**src/rtl/ptrip_pkg.sv**
```systemverilog
package ptrip_pkg;

   // Which extreme a scanner looks for: first or last, set bit or cleared bit.
   typedef enum logic [1:0] {
      SCAN_MS_SET = 2'd0,
      SCAN_LS_SET = 2'd1,
      SCAN_MS_CLR = 2'd2,
      SCAN_LS_CLR = 2'd3
   } scan_kind_e;

   localparam int PTRIP_V4_BITS = 32;
   localparam int PTRIP_V6_BITS = 128;

endpackage

```
**src/rtl/ptrip_scan.sv**
```systemverilog
module ptrip_scan
   import ptrip_pkg::*;
#(
   parameter int         W    = 128,
   parameter int         LW   = 8,
   parameter scan_kind_e KIND = SCAN_MS_SET
) (
   input  logic [W-1:0]  pfx,
   input  logic [LW-1:0] len,
   output logic [LW-1:0] pos,
   output logic          found
);
   localparam bit WANT_CLR = (KIND == SCAN_MS_CLR) || (KIND == SCAN_LS_CLR);
   localparam bit FROM_MSB = (KIND == SCAN_MS_SET) || (KIND == SCAN_MS_CLR);

   if (W < 2 || (1 << LW) <= W) begin : g_bad_width
      $error("ptrip_scan: LW too narrow for W");
   end

   // cand[i] refers to prefix position i, which is bit W-1-i of the vector
   logic [W-1:0] cand;
   for (genvar i = 0; i < W; i++) begin : g_cand
      assign cand[i] = (pfx[W-1-i] ^ WANT_CLR) && (LW'(i) < len);
   end

   if (FROM_MSB) begin : g_first
      always_comb begin
         pos   = '0;
         found = 1'b0;
         for (int i = W - 1; i >= 0; i--) begin
            if (cand[i]) begin
               pos   = LW'(i);
               found = 1'b1;
            end
         end
      end
   end else begin : g_last
      always_comb begin
         pos   = '0;
         found = 1'b0;
         for (int i = 0; i < W; i++) begin
            if (cand[i]) begin
               pos   = LW'(i);
               found = 1'b1;
            end
         end
      end
   end

endmodule

```
**src/rtl/ptrip_align.sv**
```systemverilog
module ptrip_align #(
   parameter int W  = 128,
   parameter int LW = 8
) (
   input  logic [W-1:0]  pfx,
   input  logic [LW-1:0] shamt,
   input  logic [LW-1:0] keep,
   output logic [W-1:0]  y
);
   logic [W-1:0] keep_mask;

   always_comb begin
      keep_mask = ~({W{1'b1}} >> keep);
      y         = (pfx << shamt) & keep_mask;
   end

endmodule

```
**src/rtl/ptrip_encoder.sv**
```systemverilog
module ptrip_encoder
   import ptrip_pkg::*;
#(
   parameter int  ADDR_W   = PTRIP_V6_BITS,
   parameter int  NARROW_W = PTRIP_V4_BITS,
   localparam int LEN_W    = $clog2(ADDR_W + 1)
) (
   input  logic              clk,
   input  logic              rst_n,
   input  logic              in_valid,
   output logic              in_ready,
   input  logic [ADDR_W-1:0] in_prefix,
   input  logic [LEN_W-1:0]  in_len,
   input  logic              in_v6,
   output logic              out_valid,
   input  logic              out_ready,
   output logic [LEN_W-1:0]  out_x_len,
   output logic [ADDR_W-1:0] out_y,
   output logic [LEN_W-1:0]  out_y_len,
   output logic [LEN_W-1:0]  out_z_len,
   output logic              out_first,
   output logic              out_last,
   output logic              out_degen
);
   localparam logic [LEN_W-1:0] WIDE_LIM   = LEN_W'(ADDR_W);
   localparam logic [LEN_W-1:0] NARROW_LIM = LEN_W'(NARROW_W);

   if (NARROW_W < 1 || NARROW_W > ADDR_W) begin : g_bad_narrow
      $error("ptrip_encoder: NARROW_W must lie in 1..ADDR_W");
   end
   if (ADDR_W < 2) begin : g_bad_addr
      $error("ptrip_encoder: ADDR_W must be at least 2");
   end

   // ---------------- handshake: the whole pipe moves together
   logic advance;
   assign advance  = !out_valid || out_ready;
   assign in_ready = advance;

   // ---------------- stage 0: clamp, mask, pick end bits
   logic [LEN_W-1:0]  lim, eff_len;
   logic [ADDR_W-1:0] len_mask;
   logic              first_in, last_in;

   always_comb begin
      lim      = in_v6 ? WIDE_LIM : NARROW_LIM;
      eff_len  = (in_len > lim) ? lim : in_len;
      len_mask = ~({ADDR_W{1'b1}} >> eff_len);
      first_in = (eff_len != '0) && in_prefix[ADDR_W-1];
      last_in  = 1'b0;
      for (int i = 0; i < ADDR_W; i++) begin
         if (eff_len == LEN_W'(i + 1)) last_in = in_prefix[ADDR_W-1-i];
      end
   end

   logic              s1_valid;
   logic [ADDR_W-1:0] s1_pfx;
   logic [LEN_W-1:0]  s1_len;
   logic              s1_first, s1_last;

   always_ff @(posedge clk) begin
      if (!rst_n)       s1_valid <= 1'b0;
      else if (advance) s1_valid <= in_valid;
   end

   always_ff @(posedge clk) begin
      if (advance && in_valid) begin
         s1_pfx   <= in_prefix & len_mask;
         s1_len   <= eff_len;
         s1_first <= first_in;
         s1_last  <= last_in;
      end
   end

   // ---------------- stage 1: four extreme-bit scanners
   logic [LEN_W-1:0] sc_pos [4];
   logic [3:0]       sc_fnd;

   for (genvar k = 0; k < 4; k++) begin : g_scan
      ptrip_scan #(
         .W    (ADDR_W),
         .LW   (LEN_W),
         .KIND (scan_kind_e'(k))
      ) u_scan (
         .pfx   (s1_pfx),
         .len   (s1_len),
         .pos   (sc_pos[k]),
         .found (sc_fnd[k])
      );
   end

   logic [LEN_W-1:0]  lead_pos, trail_pos;
   logic              lead_fnd, trail_fnd;
   logic [LEN_W-1:0]  nx_x, nx_yl, nx_z;
   logic              nx_degen;
   logic [ADDR_W-1:0] nx_y;

   always_comb begin
      lead_pos  = s1_first ? sc_pos[int'(SCAN_MS_CLR)] : sc_pos[int'(SCAN_MS_SET)];
      lead_fnd  = s1_first ? sc_fnd[int'(SCAN_MS_CLR)] : sc_fnd[int'(SCAN_MS_SET)];
      trail_pos = s1_last  ? sc_pos[int'(SCAN_LS_CLR)] : sc_pos[int'(SCAN_LS_SET)];
      trail_fnd = s1_last  ? sc_fnd[int'(SCAN_LS_CLR)] : sc_fnd[int'(SCAN_LS_SET)];

      nx_degen = 1'b0;
      nx_x     = lead_pos;
      nx_yl    = '0;
      nx_z     = '0;
      if (s1_len == '0 || !lead_fnd || !trail_fnd) begin
         nx_degen = 1'b1;
         nx_x     = s1_len;
      end else if (lead_pos > trail_pos) begin
         // one transition only: the two runs meet, nothing in between
         nx_z = s1_len - lead_pos;
      end else begin
         nx_yl = trail_pos - lead_pos + LEN_W'(1);
         nx_z  = s1_len - trail_pos - LEN_W'(1);
      end
   end

   ptrip_align #(
      .W  (ADDR_W),
      .LW (LEN_W)
   ) u_align (
      .pfx   (s1_pfx),
      .shamt (nx_x),
      .keep  (nx_yl),
      .y     (nx_y)
   );

   // ---------------- stage 2: registered result
   always_ff @(posedge clk) begin
      if (!rst_n)       out_valid <= 1'b0;
      else if (advance) out_valid <= s1_valid;
   end

   always_ff @(posedge clk) begin
      if (advance && s1_valid) begin
         out_x_len <= nx_x;
         out_y     <= nx_y;
         out_y_len <= nx_yl;
         out_z_len <= nx_z;
         out_first <= s1_first;
         out_last  <= s1_last;
         out_degen <= nx_degen;
      end
   end

endmodule

```
**config.mk**
```make
export PLATFORM = sky130hd
export DESIGN_NAME = ptrip_encoder
export DESIGN_NICKNAME = d
export VERILOG_FILES = /design/src/rtl/ptrip_pkg.sv /design/src/rtl/ptrip_scan.sv /design/src/rtl/ptrip_align.sv /design/src/rtl/ptrip_encoder.sv
export SDC_FILE = /design/constraint.sdc
export NUM_CORES = 2
export LEC_CHECK = 0
export ABC_CLOCK_PERIOD_IN_PS = 10400
export BUFFER_PORTS_ARGS = -buffer_cell sky130_fd_sc_hd__buf_2
export CORE_MARGIN = 2
export CORE_UTILIZATION = 30
export DETAILED_ROUTE_END_ITERATION = 12
export RECOVER_POWER = 50
export SYNTH_ARGS = -nofsm -noshare
export SYNTH_HDL_FRONTEND = slang
export SYNTH_SLANG_ARGS = --single-unit
export TNS_END_PERCENT = 50
```
**constraint.sdc**
```tcl
create_clock -name clk -period 10.4 [get_ports clk]
set_clock_uncertainty 0.05 [all_clocks]
set_input_delay 0 -clock clk [delete_from_list [all_inputs] [get_ports clk]]
set_output_delay 0 -clock clk [all_outputs]
set_load 0.005 [all_outputs]
```
==> results summary <==
Of all cell types, the one taking the most synthesized area is edfxtp_1. The total power divided by cell area came out at 164 mW/mm². The routed design has 233 mm of wire.

The global-route wire length before repair came out at 319 mm. The per-instance average area after synthesis is 7.97 µm². The number of buffers and inverters on the critical path is 3. The nature of the critical path startpoint is a flop. Of the available clock period, the critical path in the final layout requires 0.942. The number of vias per cell is 6.72. The final hold slack came out at 63.4 ps. Of all flip-flops after synthesis, the portion carrying an async set or reset was 0. The final reports fail on max-capacitance violations, max-slew violations. The final sum of negative setup slack came out at 0 ps. The final critical delay including setup and external delays came out at 9800 ps. The proportion of netlist area held by the largest area contributor is 0.250.

The clock net sink count is 295. The H-tree depth reported by CTS is 2. For this run, the detailed router's first-pass iteration total came to 7.

Detailed placement ended at an HPWL of 189 mm. The number of unique standard cell types used by synthesis came out at 123. The die covers 0.120 mm². In this design, the stage delay of the slowest critical-path cell is 980 ps.

For this configuration, the core starts out at a cell density of 0.303. Entering global routing, the biggest net connects 76 pins. The routability congestion estimate is 1.07. The area of the mapped netlist is 0.0352 mm². After detailed placement, the design holds a cell count of 6115.

The total area inside the core boundary comes to 0.116 mm². 298 I/O pins were placed. The flow ran to the end, but the final reports show violations. The synthesis-to-layout area growth came out at 16.5%. The initial antenna violation count is 6. The count of final hold-check violations came out at 0. The largest voltage drop on the vdd net came out at 0.109 mV. At the placement stage, the worst setup path has a slack of 842 ps. The tree is rooted in a clkbuf_16.

The violation count after the first detailed-route iteration came out at 5457. The vertical die dimension came out at 346 µm. Of the cells placed in the final design, the portion with a size suffix greater than 1 is 0.141. The critical path is of the flop to flop type. STA puts the critical path data required time at 10780 ps. The count of port buffers added during placement is 297. The cell repeated most along the worst path is a21o_1.

The gate family responsible for the most delay along the worst path is compound AO/OA/AOI/OAI gates. The transition at the pin with the smallest max-transition slack is 4060 ps. The top achievable clock speed is 0.102 GHz.

At the end of the flow the core is filled with cells to 0.353. For this design, the slowest cell found on the critical path is o21ai_0. The clock latency reported for the late side of the worst-skew pair is 610 ps.

In the global route stage, overall resource usage came out at 0.370. Setup repair after global routing left no endpoint under its margin. For the worst setup path, the data arrival time is 10180 ps. Summed over all layers, the global routing overflow is 0. The clock transition at the registers of the reported paths came out at 70 ps. The max-slew violation total from the final report came out at 272.

The worst path setup slack after routing is 599 ps. The count of nets left with antenna violations after detail routing came out at 0. The leakage power of the design is 0.0151 µW. The sequential cell area fraction in the yosys report came out at 0.251.

The number of placement rows came out at 125. The worst-case clock buffer depth came out at 3. The worst relative slew slack is -1.70.

The largest driver fanout on the critical path is 31. The post-detailed-route wirelength per cell came out at 36.9 µm. The buffers inserted during post-CTS setup optimization came out at 0. Measured along the x axis, the die boundary spans 346 µm. Counting the buffers created by CTS gives 34.

By area the synthesized netlist is led by edfxtp_1 25%, mux2i_1 10%, a21oi_1 5.9%, o21ai_0 4.8%, nand2_1 4.1%. The total nets after synthesis came out at 4595. Counting every instance in the synthesized netlist gives 4416. The number of nets in the finished design came out at 4940. The final count of negative-setup-slack endpoints is 0. The number of remaining DRC errors came out at 0. STA classifies the critical path endpoint as a flop. The TritonCTS clock tree is done.

The number of storage elements in the synthesis netlist is 295. For this run, the leading register cell type out of synthesis is edfxtp_1. The path class of the tightest hold or removal check is primary input to flop. The number of standard cells in the final layout excluding fillers came out at 6308. Max-cap violations in this run came to 6. The synthesized design contains 293 enable-type register cells.

The routed layout has 42400 vias. The Yosys step of the flow raised 0 warnings. The number of global-route vias before repair came to 40600.
-- power breakdown --
| group | switching (µW) | total [µW] | internal, µW |
|---|---|---|---|
| Sequential | 186 | 1730 | 1540 |
| Clock | 540 | 1180 | 637 |
| Combinational | 2670 | 3810 | 1140 |
-- cells in the final DEF, fill, tap and decap left out, types with 26 or more instances in the layout --
cell type	instances
nand2_1	387
nand2b_1	37
inv_1	82
mux2_2	90
buf_4	203
a21oi_1	416
or3_1	34
and3_1	43
o21ai_0	338
o2111ai_1	26
clkbuf_16	34
a221oi_1	41
nor2b_1	42
clkbuf_1	109
mux2i_1	353
nor3_1	100
nand4_1	33
o221ai_1	26
o31ai_1	31
buf_2	203
nor4_1	37
and2_1	52
nor2_1	347
a22oi_1	100
a211oi_1	77
o21a_1	52
o211ai_1	67
o22ai_1	85
edfxtp_1	293
nand3_1	105
dlygate4sd3_1	134
a21boi_0	63
o21ai_1	33
a31oi_1	60
a21o_1	67
ha_1	34
-- Yosys cell counts (21+ instances only) --
| cell | number |
|---|---|
| a2111oi_0 | 22 |
| a211o_1 | 23 |
| a211oi_1 | 78 |
| a21boi_0 | 63 |
| a21o_1 | 67 |
| a21oi_1 | 418 |
| a221oi_1 | 42 |
| a22o_1 | 23 |
| a22oi_1 | 100 |
| a31oi_1 | 60 |
| and2_1 | 60 |
| and3_1 | 43 |
| buf_1 | 29 |
| buf_2 | 80 |
| buf_4 | 33 |
| buf_6 | 22 |
| clkbuf_1 | 177 |
| edfxtp_1 | 293 |
| ha_1 | 34 |
| inv_1 | 82 |
| mux2_2 | 91 |
| mux2i_1 | 353 |
| nand2_1 | 387 |
| nand2b_1 | 37 |
| nand3_1 | 105 |
| nand4_1 | 33 |
| nor2_1 | 351 |
| nor2b_1 | 42 |
| nor3_1 | 107 |
| nor4_1 | 37 |
| o2111ai_1 | 28 |
| o211ai_1 | 67 |
| o21a_1 | 52 |
| o21ai_0 | 337 |
| o21ai_1 | 34 |
| o21bai_1 | 21 |
| o221ai_1 | 26 |
| o22ai_1 | 85 |
| o31ai_1 | 31 |
| or3_1 | 34 |
-- through the flow --
stage	total power, µW	instance area (µm²)
2_1_floorplan	3670	35200
3_3_place_gp	5360	38700
3_5_place_dp	5320	38800
4_1_cts	6550	41100
5_1_grt	6910	41000
6_report	6710	41000
-- routing by layer --
metal | up-vias | share of wire | track usage
li1 | 18000 | - | -
met1 | 20500 | 0.37 | 0.432
met2 | 3070 | 0.44 | 0.584
met3 | 869 | 0.081 | 0.0595
met4 | 2 | 0.11 | 0.336
met5 | - | 0.000064 | 0
-- flip-flops by register name (all words and copies together) (netlist names), 8 cells and up --
name and flops:
s1_pfx 128, s1_len 8, out_x_len 8, out_y 128
out_y_len 8, out_z_len 8
-- worst min-delay path: stages --
cell	delay [ps]
buf_2	270
o21ai_0	140
a21boi_0	110
-- kinds of logic after synthesis --
kind of cell	count (synthesis)	synth area share
mux	446	0.131
fa+ha+maj	40	0.0149
simple gates	1353	0.190
buf+inv	435	0.0577
compound gates	1832	0.352
xor+xnor	15	0.00373
flops	295	0.251
-- final timing paths --
kind | cells past startpoint | to | start | slack, ps
worst max register to register | 25 | out_y[118] | s1_len[7] | 600
worst max-delay path | 25 | out_y[118] | s1_len[7] | 600
worst min-delay path | 3 | s1_pfx[107] | in_len[4] | 60
worst min register to register | 0 | out_first | s1_first | 720
-- repair_timing --
| item | 4_1_cts | 5_1_grt |
|---|---|---|
| hold buffers | 134 | 0 |
| gates resized for setup | 0 | 0 |
| endpoints found under the hold margin | 132 | 0 |
-- final cells by class --
type / count / area [µm²]
fillers: 12400 / 75200
flip-flops and latches: 295 / 8840
clock buffers: 38 / 866
multi-input cells: 3686 / 24500
repair buffers: 650 / 4360
inverters: 94 / 365
well taps: 1524 / 1910
clock inverters: 18 / 184
diodes: 3 / 7.51
No activity file was read; power rests on OpenSTA's default activity.
